## src/rtl/afmt_pkg.sv

```systemverilog
package afmt_pkg;

    localparam int SAMPLE_W    = 20;
    localparam int SHORT_W     = 16;
    localparam int HALF_SLOTS  = 32;
    localparam int FRAME_SLOTS = 2 * HALF_SLOTS;
    localparam int SLOT_W      = $clog2(FRAME_SLOTS);
    localparam int HSLOT_W     = $clog2(HALF_SLOTS);
    localparam int IDX_W       = $clog2(SAMPLE_W);

    typedef enum logic [1:0] {
        FMT_RJ16_MSB = 2'b00,
        FMT_RJ20_LSB = 2'b01,
        FMT_RJ20_MSB = 2'b10,
        FMT_LJ20_MSB = 2'b11
    } fmt_e;

endpackage

```

## src/rtl/afmt_timing.sv

```systemverilog
module afmt_timing
    import afmt_pkg::*;
#(
    parameter int HALF_DIV = 2
) (
    input  logic              clk,
    input  logic              rst_n,
    output logic              bclk,
    output logic [SLOT_W-1:0] slot,
    output logic              frame_wrap
);
    localparam int PERIOD = 2 * HALF_DIV;
    localparam int DIV_W  = (PERIOD > 2) ? $clog2(PERIOD) : 1;

    typedef struct packed {
        logic [DIV_W-1:0]  div;
        logic [SLOT_W-1:0] slot;
    } tim_t;

    tim_t tim_d, tim_q;
    logic slot_end;

    always_comb begin
        tim_d    = tim_q;
        slot_end = (tim_q.div == DIV_W'(PERIOD - 1));
        if (slot_end) begin
            tim_d.div  = '0;
            tim_d.slot = tim_q.slot + 1'b1;
        end else begin
            tim_d.div = tim_q.div + 1'b1;
        end
    end

    always_ff @(posedge clk or negedge rst_n) begin
        if (!rst_n) tim_q <= '0;
        else        tim_q <= tim_d;
    end

    assign bclk       = (tim_q.div >= DIV_W'(HALF_DIV));
    assign slot       = tim_q.slot;
    assign frame_wrap = slot_end && (tim_q.slot == '1);

endmodule

```

## src/rtl/afmt_latch.sv

```systemverilog
module afmt_latch
    import afmt_pkg::*;
(
    input  logic                clk,
    input  logic                rst_n,
    input  logic                load,
    input  logic [SAMPLE_W-1:0] left_in,
    input  logic [SAMPLE_W-1:0] right_in,
    input  fmt_e                fmt_in,
    output logic [SAMPLE_W-1:0] left_q,
    output logic [SAMPLE_W-1:0] right_q,
    output fmt_e                fmt_q
);
    typedef struct packed {
        logic [SAMPLE_W-1:0] left;
        logic [SAMPLE_W-1:0] right;
        fmt_e                fmt;
    } hold_t;

    hold_t hold_d, hold_q;

    always_comb begin
        hold_d = hold_q;
        if (load) begin
            hold_d.left  = left_in;
            hold_d.right = right_in;
            hold_d.fmt   = fmt_in;
        end
    end

    always_ff @(posedge clk or negedge rst_n) begin
        if (!rst_n) begin
            hold_q.left  <= '0;
            hold_q.right <= '0;
            hold_q.fmt   <= FMT_RJ16_MSB;
        end else begin
            hold_q <= hold_d;
        end
    end

    assign left_q  = hold_q.left;
    assign right_q = hold_q.right;
    assign fmt_q   = hold_q.fmt;

endmodule

```

## src/rtl/afmt_slot_map.sv

```systemverilog
module afmt_slot_map
    import afmt_pkg::*;
(
    input  fmt_e               fmt,
    input  logic [HSLOT_W-1:0] hslot,
    output logic               valid,
    output logic [IDX_W-1:0]   idx
);
    localparam int LONG_START  = HALF_SLOTS - SAMPLE_W;
    localparam int SHORT_START = HALF_SLOTS - SHORT_W;
    localparam int SHORT_DROP  = SAMPLE_W - SHORT_W;

    int s;
    int b;

    always_comb begin
        s     = int'(hslot);
        b     = 0;
        valid = 1'b0;
        unique case (fmt)
            FMT_RJ16_MSB: if (s >= SHORT_START) begin
                valid = 1'b1;
                b     = HALF_SLOTS - 1 - s + SHORT_DROP;
            end
            FMT_RJ20_LSB: if (s >= LONG_START) begin
                valid = 1'b1;
                b     = s - LONG_START;
            end
            FMT_RJ20_MSB: if (s >= LONG_START) begin
                valid = 1'b1;
                b     = HALF_SLOTS - 1 - s;
            end
            FMT_LJ20_MSB: if (s < SAMPLE_W) begin
                valid = 1'b1;
                b     = SAMPLE_W - 1 - s;
            end
            default: valid = 1'b0;
        endcase
        idx = IDX_W'(b);
    end

endmodule

```

## src/rtl/afmt_serializer.sv

```systemverilog
module afmt_serializer
    import afmt_pkg::*;
#(
    parameter int HALF_DIV = 2
) (
    input  logic        clk,
    input  logic        rst_n,
    input  logic [19:0] left_in,
    input  logic [19:0] right_in,
    input  logic [1:0]  fmt_sel,
    output logic        bclk,
    output logic        lrclk,
    output logic        sdata
);
    logic [SLOT_W-1:0]   slot;
    logic                frame_wrap;
    logic [SAMPLE_W-1:0] left_q;
    logic [SAMPLE_W-1:0] right_q;
    fmt_e                fmt_q;
    logic [HSLOT_W-1:0]  hslot;
    logic                half;
    logic                bit_valid;
    logic [IDX_W-1:0]    bit_idx;
    logic [SAMPLE_W-1:0] cur_sample;

    afmt_timing #(.HALF_DIV(HALF_DIV)) u_timing (
        .clk        (clk),
        .rst_n      (rst_n),
        .bclk       (bclk),
        .slot       (slot),
        .frame_wrap (frame_wrap)
    );

    afmt_latch u_latch (
        .clk      (clk),
        .rst_n    (rst_n),
        .load     (frame_wrap),
        .left_in  (left_in),
        .right_in (right_in),
        .fmt_in   (fmt_e'(fmt_sel)),
        .left_q   (left_q),
        .right_q  (right_q),
        .fmt_q    (fmt_q)
    );

    assign half  = slot[SLOT_W-1];
    assign hslot = slot[HSLOT_W-1:0];

    afmt_slot_map u_map (
        .fmt   (fmt_q),
        .hslot (hslot),
        .valid (bit_valid),
        .idx   (bit_idx)
    );

    assign cur_sample = half ? right_q : left_q;
    assign lrclk      = ~half;
    assign sdata      = bit_valid & cur_sample[bit_idx];

endmodule

```

## config.mk

```make
export PLATFORM = sky130hd
export DESIGN_NAME = afmt_serializer
export DESIGN_NICKNAME = d
export VERILOG_FILES = /design/src/rtl/afmt_pkg.sv /design/src/rtl/afmt_timing.sv /design/src/rtl/afmt_latch.sv /design/src/rtl/afmt_slot_map.sv /design/src/rtl/afmt_serializer.sv
export SDC_FILE = /design/constraint.sdc
export NUM_CORES = 1
export LEC_CHECK = 0
export ABC_AREA = 1
export BUFFER_PORTS_ARGS = -buffer_cell sky130_fd_sc_hd__buf_2
export CORE_UTILIZATION = 50
export CTS_BUF_LIST = sky130_fd_sc_hd__clkbuf_4 sky130_fd_sc_hd__clkbuf_8
export DETAILED_ROUTE_END_ITERATION = 12
export GPL_TIMING_DRIVEN = 0
export PLACE_DENSITY_LB_ADDON = 0.08
export SYNTH_ARGS = -nofsm -noshare
export SYNTH_HDL_FRONTEND = slang
export SYNTH_SLANG_ARGS = --single-unit
```

## constraint.sdc

```tcl
create_clock -name clk -period 2.5 [get_ports clk]
set_input_delay 0.125 -clock clk [delete_from_list [all_inputs] [get_ports clk]]
set_output_delay 0.125 -clock clk [all_outputs]
set_load 0.02 [all_outputs]
```

=== Yosys cells after proc, flatten, opt, wreduce, memory -nomap -nowiden ===
Cells that the tools add are included.

* Output and inout port bits: 3
* Register bits after elaboration: 50
* Input port bits: 44
* Word-level logic and storage cells: 39

* Multiplexer cells: 13
* Reductions and logical operators: 3
* Bitwise operators: 2
* Equality and inequality tests: 5
* Order comparisons: 5
* Add/subtract/negate cells: 6

{| class="wikitable"
|+ Operators with widths
! cell !! count
|-
| $mux 20 || 1
|-
| $mux 5 || 4
|-
| $pmux 5 s4 || 1
|-
| $sub 5x5->5 const A || 2
|-
| $add 6x1->6 const B || 1
|-
| $eq 2x2->1 const B || 3
|-
| $eq 6x6->1 const B || 1
|-
| $lt 5x6->1 const B || 1
|-
| $add 5x4->5 const B || 1
|-
| $bmux 1 s5 || 1
|-
| $ge 5x4->1 const B || 1
|-
| $ge 5x5->1 const B || 1
|-
| $lt 5x5->1 const B || 1
|-
| $sub 5x4->5 const B || 1
|-
| $mux 1 || 4
|-
| $pmux 1 s3 || 1
|-
| $add 2x1->2 const B || 1
|-
| $eq 2x1->1 const B || 1
|-
| $ge 2x2->1 const B || 1
|-
| $logic_not 2->1 || 1
|-
| $mux 2 || 1
|-
| $reduce_or 2->1 || 1
|-
| $and 1x1->1 || 1
|-
| $logic_and 1x1->1 || 1
|-
| $not 1->1 || 1
|}

=== Logic depth before layout (Yosys ltp) ===
Gate-level depths: netlist of the first run.

* Depth in word-level cells: 7
* Mapped depth: 16
* Mapped depth without buffers: 16

=== Hierarchy ===
From an unflattened synthesis of the first run, not the netlist that was laid out.

* Cell total of the unflattened synthesis: 375
* Area total of the unflattened synthesis: 2876.5 um^2

{| class="wikitable"
|+ By module, submodules not included
! module !! cells each !! times used !! sequential area each (um^2) !! area an instance (um^2)
|-
| afmt_latch || 178 || 1 || 1051.0 || 1654.1
|-
| afmt_serializer || 98 || 1 || 0.0 || 480.5
|-
| afmt_timing || 42 || 1 || 200.2 || 414.1
|-
| afmt_slot_map || 57 || 1 || 0.0 || 327.8
|}

=== Least setup slack after synthesis of the first run ===
Ideal clock, no wire load.

* Path type: flip-flop to output port
* Start: register u_timing.tim_q (netlist bit u_timing.slot[2])
* End: output sdata
* Arrival time: 1.888 ns
* Buffers on the path: 1
* Path slack: 0.487 ns
* Data required time: 2.375 ns
* Stages on the path, launching flop included: 15
* Path through: dfrtp_1 ha_1 nand3_1 nand2_2 nand2_2 nand2_2 nand2_1 nand2_1 buf_4 nand3_1 nand3_1 nand3_1 a21oi_1 nand2_1 nor2_1

* Word-level cells in the longest chain between the ends: 7
* Elaborated cells between the ends (all ways): 19
* Classes of those cells: 4 x add/sub; 3 x order compare; 11 x mux; 1 x bitwise

{| class="wikitable"
|+ Ends and longest elaborated chain
! what !! line !! RTL
|-
| start, declared || afmt_timing.sv:20 || <nowiki>tim_t tim_d, tim_q;</nowiki>
|-
| start signal, assigned || afmt_timing.sv:36 || <nowiki>else tim_q <= tim_d;</nowiki>
|-
| $sub 5x5->5 || afmt_slot_map.sv:23, afmt_slot_map.sv:31 ||
|-
| $add 5x4->5 || afmt_slot_map.sv:23 || <nowiki>b = HALF_SLOTS - 1 - s + SHORT_DROP;</nowiki>
|-
| $mux 5 || afmt_slot_map.sv:21 || <nowiki>FMT_RJ16_MSB: if (s >= SHORT_START) begin</nowiki>
|-
| $pmux 5 s4 || afmt_slot_map.sv:20 || <nowiki>unique case (fmt)</nowiki>
|-
| $bmux 1 s5 || afmt_serializer.sv:58 || <nowiki>assign sdata = bit_valid & cur_sample[bit_idx];</nowiki>
|-
| $mux 1 (not written as such) || afmt_serializer.sv:58 ||
|-
| $and 1x1->1 (*) || afmt_serializer.sv:58 ||
|-
| end, declared || afmt_serializer.sv:13 || <nowiki>output logic sdata</nowiki>
|}

Every way passes the cells marked *; elsewhere a longest branch is shown, timed or not. The select of a mux whose other input is x is not followed.

=== Final worst setup path of the first run ===
Same ends and word-level chain as after synthesis.

==> results of run 1 <==
## Yosys cell counts
cell	count
o311ai_0	1
buf_4	1
nor2_1	63
o22ai_1	1
or2_2	2
mux2_2	40
o21ai_0	1
inv_1	15
a31oi_1	1
a21oi_1	4
inv_2	6
clkbuf_1	4
nor3_1	1
a22oi_1	1
o21ai_1	2
dfrtp_1	50
nand2_1	50
nand3_1	30
nand2_2	4
ha_1	11
nand4_1	3
buf_2	6
nor2_2	1
xor2_1	4
## worst reg2reg max path: cells and delay by family (launching register included)
family                     cells  cell delay (ns)
muxes                          1             0.39
DFF                            1             0.41
adders and majority gates      1             0.29
buffers and inverters          1             0.42
and+or+nand+nor                3             0.51
## sequential cells by signal, indices dropped and copies added (netlist names)
register / count
u_latch.left_q: 20
u_timing.slot: 6
u_latch.fmt_q: 2
u_latch.right_q: 20
u_timing.tim_q: 2
## report_power, final
| part | switching, W | leakage [nW] | internal (W) |
|---|---|---|---|
| Sequential | 0.0000202 | 0.583 | 0.000843 |
| Clock | 0.000273 | 0.0714 | 0.000427 |
| Combinational | 0.000136 | 1.10 | 0.000119 |
| Total | 0.000429 | 1.75 | 0.00139 |
## routing by layer
| layer | up-vias | GRT usage | wire (microns) |
|---|---|---|---|
| met4 | 0 | 0.0844 | 92 |
| met2 | 66 | 0.374 | 3150 |
| met5 | - | 0 | 0 |
| met3 | 11 | 0.0516 | 290 |
| li1 | 1111 | - | - |
| met1 | 1085 | 0.271 | 2670 |
## worst paths after layout
path	to	slack, ns	depth (start not counted)
max	sdata	0.01	17
min	u_timing.slot[4]$_DFFE_PN0P_	0.01	1
max reg2reg	u_latch.right_q[8]$_DFFE_PN0P_	0.37	6
min reg2reg	u_timing.tim_q[6]$_DFF_PN0_	0.46	1
max in group asynchronous	u_latch.fmt_q[0]$_DFFE_PN0P_	1.73	1
min in group clk	u_latch.right_q[6]$_DFFE_PN0P_	0.04	2
## kinds of logic (layout without fill, tap and decap cells)
| logic type | after synthesis | in the layout |
|---|---|---|
| flip-flops | 50 | 50 |
| adder cells (fa/ha/maj) | 11 | 11 |
| buffers and inverters | 32 | 97 |
| AND/OR/NAND/NOR | 154 | 155 |
| multiplexers | 40 | 40 |
| XOR/XNOR | 4 | 4 |
| AO/OA/AOI/OAI | 11 | 11 |
## stage by stage
step                cell area (sq um)  total power, W   util  TNS (ns)
finish                           3500         0.00182  0.676         0
global route                     3500         0.00189  0.676   -0.0974
CTS                              3230         0.00178  0.624         0
detailed placement               3030         0.00107  0.586         0
global placement                 3030         0.00107  0.586         0
floorplan                        2710        0.000990      -         0
## what timing repair did
item                                    CTS  global route
pin swaps                                 1            16
setup buffers                             4             6
resized for setup                         9            55
cloned                                    0             2
endpoints found under the setup margin    1             1
## layout make-up
cell class                 instances  area, sq um  share of cell area
multi-input combinational        221         1540               0.441
timing repair buffer              57          330              0.0944
sequential                        50         1260               0.359
inverter                          21         81.3              0.0232
clock inverter                     2         60.1              0.0172
tap                               70         87.6              0.0250
clock buffer                       6         82.6              0.0236
buffer                            11         58.8              0.0168
==> impl_metrics.ini, run 1 <==
[placement]
port-buffer-count = 46
place_congestion = 0.871
dp_hpwl_mm = 4.09
pre_cts_ws_ns = 0.125
dp.cells = 418

[timing]
rsz0062_at_grt = yes
tightest_slew_ns = 1.11
setup_viol = 0
period_needed_ns = 2.49
max-slew-margin-rel = 0.261
hold_slack_ns = 0.0101
final.period_utilization = 0.996
fin_ws_ns = 0.0108
clock_skew_ns = 0.00547
fmax_mhz = 402
hold_violations = 0
drv_slew = 0

[pwr]
ir_worst_vdd_uv = 346
powerDensity_mw_per_mm2 = 520
static-leakage-power_nw = 1.75

[yosys]
synth_compound_area_frac = 0.0235
yosysWarnings = 0
ys_seq_area_frac = 0.461
synthAdderAreaFrac = 0.0508
synth-seq-cells = 50
synth_top_family_by_area = simple AND/OR/NAND/NOR gates
postSynthAreaPerCell_sq_um = 8.98
synthTopCellsByArea = dfrtp_1 (46%), mux2_2 (17%), nor2_1 (8.7%)
netlist_instances = 302
synth_simple_gate_area_frac = 0.237
synth_cell_type_count = 24
syn_area_sq_mm = 0.00271
muxShareOfSynthArea = 0.166
synth_top_cell_by_area = dfrtp_1
synth_xor_area_frac = 0.0129
synthesis.nets = 357
synth_top_area_frac = 0.461

[cts]
clock-root-buffer = clkbuf_8
clk_pin_slew_ns = 0.09
cts.sinks = 50
h-tree-depth = 2
clk_latency_ns = 0.31
cts_made_buffers = 5
clockBufferDepth = 2
cts_tree = done
ctsHoldBuffers = 0

[layout]
layout.cells.most_common_list = nor2_1 (61), buf_2 (50), dfrtp_1 (46), mux2_2 (40), nand2_1 (39)
final_cells = 438
layout-drive-gt1-share = 0.454
syn2layout_area_growth_pct = 29.0
antenna_cells = 0
layout_commonest_cell = nor2_1
nFillCells = 425
num-nets-final = 422

[route]
antenna_left = 0
wl_mm = 6.21
wire_per_inst_microns = 14.2
drt_pass1_iterations = 4
num_vias = 2273
route.detailed.drc = 0
drt-initial-drc-count = 96
via_per_inst = 5.19

[critical_path]
worst_path_max_delay_cell = dfrtp_2
required_ns = 2.38
critPathMaxStageDelay_ns = 0.44
critPathMaxFanout = 7
cp-startpoint = u_timing.slot[2]$_DFFE_PN0P_
cp-start-kind = flip-flop
path_buf_inv = 3
cpLargestDelayFamily = simple AND/OR/NAND/NOR gates
crit_arrival_ns = 2.36
path_cells = buf_6 > a21oi_2 > nand2_2 > nand2_4 > nand2_4 > nand2_4 > nand2_8 > nand2_4 > nand2_2 > nand3_2 > nand2_2 > nand2_2 > nand3_2 > nand2_1 > inv_1 > nor2_2 > buf_6
cp-end-kind = output pin
r2r_start = u_timing.tim_q[6]$_DFF_PN0_
worstSetupPathType = reg -> out

[global_routing]
grt_pass1_vias = 2082
grt_max_degree = 51
grt_pass1_wl_mm = 9.20
grt_usage = 0.219
grt_overflow = 0
antenna_found_initial = 0

[hold_path]
hold_class = in -> async

[run]
cap_violations = 0

[floorplan]
die_area_sq_mm = 0.00572
die_h_microns = 75.6
die_x_microns = 75.6
rows = 26
coreArea_sq_mm = 0.00517
start_util = 0.524
boundaryPins = 47

[status]
status = finished, final reports clean
Power figures use the tool's default switching activity.
==> run 2: changes to the inputs <==
- CORE_ASPECT_RATIO: default -> 1.4
==> impl_metrics.ini, run 2 (synthesized netlist as in run 1, its figures left out) <==
[route]
via_per_inst = 5.09
antenna_left = 0
wl_mm = 5.73
num_vias = 2197
drt-initial-drc-count = 90
route.detailed.drc = 0
drt_pass1_iterations = 4
wire_per_inst_microns = 13.3

[layout]
antenna_cells = 0
num-nets-final = 420
nFillCells = 481
layout_commonest_cell = nor2_1
layout-drive-gt1-share = 0.402
layout.cells.most_common_list = nor2_1 (62), buf_2 (50), dfrtp_1 (47), nand2_1 (46), mux2_2 (40)
final_cells = 432
syn2layout_area_growth_pct = 22.5

[floorplan]
die_area_sq_mm = 0.00573
die_h_microns = 89.1
coreArea_sq_mm = 0.00520
boundaryPins = 47
die_x_microns = 64.2
start_util = 0.522
rows = 31

[cts]
clock-root-buffer = clkbuf_8
clk_latency_ns = 0.30
clk_pin_slew_ns = 0.09
cts.sinks = 50
h-tree-depth = 2
ctsHoldBuffers = 0
clockBufferDepth = 2
cts_made_buffers = 5
cts_tree = done

[placement]
dp.cells = 414
dp_hpwl_mm = 4.08
place_congestion = 0.870
port-buffer-count = 46

[timing]
setup_viol = 0
tightest_slew_ns = 1.09
clock_skew_ns = 0.0111
final.period_utilization = 0.960
hold_violations = 0
max-slew-margin-rel = 0.272
drv_slew = 0
tns_ns = 0
fmax_mhz = 417
period_needed_ns = 2.40

[global_routing]
grt_usage = 0.217
grt_overflow = 0
grt_pass1_vias = 2190
grt_max_degree = 51
antenna_found_initial = 0
grt_pass1_wl_mm = 9.45

[run]
cap_violations = 0

[status]
status = finished, final reports clean

[pwr]
static-leakage-power_nw = 1.72
powerDensity_mw_per_mm2 = 466
ir_worst_vdd_uv = 463

[critical_path]
worstSetupPathType = reg -> out
critPathMaxFanout = 5
required_ns = 2.38
crit_arrival_ns = 2.28
cp-start-kind = flip-flop
cp-end-kind = output pin

[hold_path]
hold_class = in -> async
==> run 2: cell types whose count changed in the layout (fill, tap and decap cells not counted), moves of 2 or more <==
cell / previous run / this run
nand3_2: 11 / 3
nand3_1: 19 / 27
clkbuf_1: 4 / 2
nand2_1: 39 / 46
nand2_2: 10 / 6
buf_6: 5 / 3
clkbuf_2: 0 / 2
bufinv_16: 2 / 0
nand2_4: 5 / 3
==> run 2: metrics by stage <==
stage	setup WS [ns]	utilization	hold slack [ns]	power (W)	instance area [sq um]
3_3_place_gp	0.207	0.582	0.356	0.00106	3020
6_report	0.0997	0.639	0.0164	0.00155	3320
4_1_cts	0.0374	0.607	0.0423	0.00154	3160
3_5_place_dp	0.209	0.582	0.360	0.00107	3020
5_1_grt	-0.0190	0.639	0.0364	0.00162	3320
2_1_floorplan	0.487	-	-0.171	0.000990	2710
==> run 2: report_power, final <==
group	leakage, nW	switching (W)	internal, W
clock network	0.0486	0.000263	0.000209
logic	1.09	0.000114	0.000102
registers	0.584	0.0000182	0.000842
total	1.72	0.000395	0.00115
==> run 2: final timing paths <==
kind | slack, ns | end | cells after the start | start
max in group asynchronous | 1.76 | u_timing.slot[0]$_DFFE_PN0P_ | 1 | rst_n
worst max-delay path | 0.1 | sdata | 13 | u_latch.fmt_q[1]$_DFFE_PN0P_
min in group clk | 0.05 | u_latch.left_q[12]$_DFFE_PN0P_ | 2 | left_in[12]
worst min register to register | 0.46 | u_timing.tim_q[6]$_DFF_PN0_ | 1 | u_timing.tim_q[6]$_DFF_PN0_
worst max register to register | 0.31 | u_latch.right_q[10]$_DFFE_PN0P_ | 6 | u_timing.tim_q[6]$_DFF_PN0_
worst min-delay path | 0.02 | u_timing.tim_q[6]$_DFF_PN0_ | 1 | rst_n
==> run 2: final cells by class <==
type / count / area, sq um / area share
multi-input combinational: 221 / 1440 / 0.434
sequential: 50 / 1250 / 0.378
timing repair buffer: 55 / 308 / 0.0927
tap: 66 / 82.6 / 0.0249
inverter: 21 / 81.3 / 0.0245
clock buffer: 6 / 76.3 / 0.0230
buffer: 11 / 61.3 / 0.0185
clock inverter: 2 / 13.8 / 0.00414
==> run 2: timing repair <==
action                                  in CTS  in global routing
endpoints found under the hold margin        0                  0
cloned                                       0                  2
endpoints found under the setup margin       1                  1
setup buffers                                4                  4
pin swaps                                    0                  8
resized for setup                            5                 35
==> run 2: critical path: stages (launching register included) <==
cell,delay (ns)
dfrtp_1,0.41
inv_1,0.17
ha_4,0.20
nor2_1,0.05
o311ai_0,0.36
o21ai_2,0.16
inv_1,0.12
nor2_1,0.05
nand2_1,0.06
nand2_1,0.05
nand2_1,0.05
nand2_1,0.05
nor2_1,0.10
buf_4,0.15
==> run 2: routing by layer <==
layer,part of all wire,GRT usage,up-vias
met1,0.42,0.247,1047
met4,0.019,0.0848,0
met2,0.53,0.407,35
li1,-,-,1109
met5,0,0,-
met3,0.030,0.0357,6
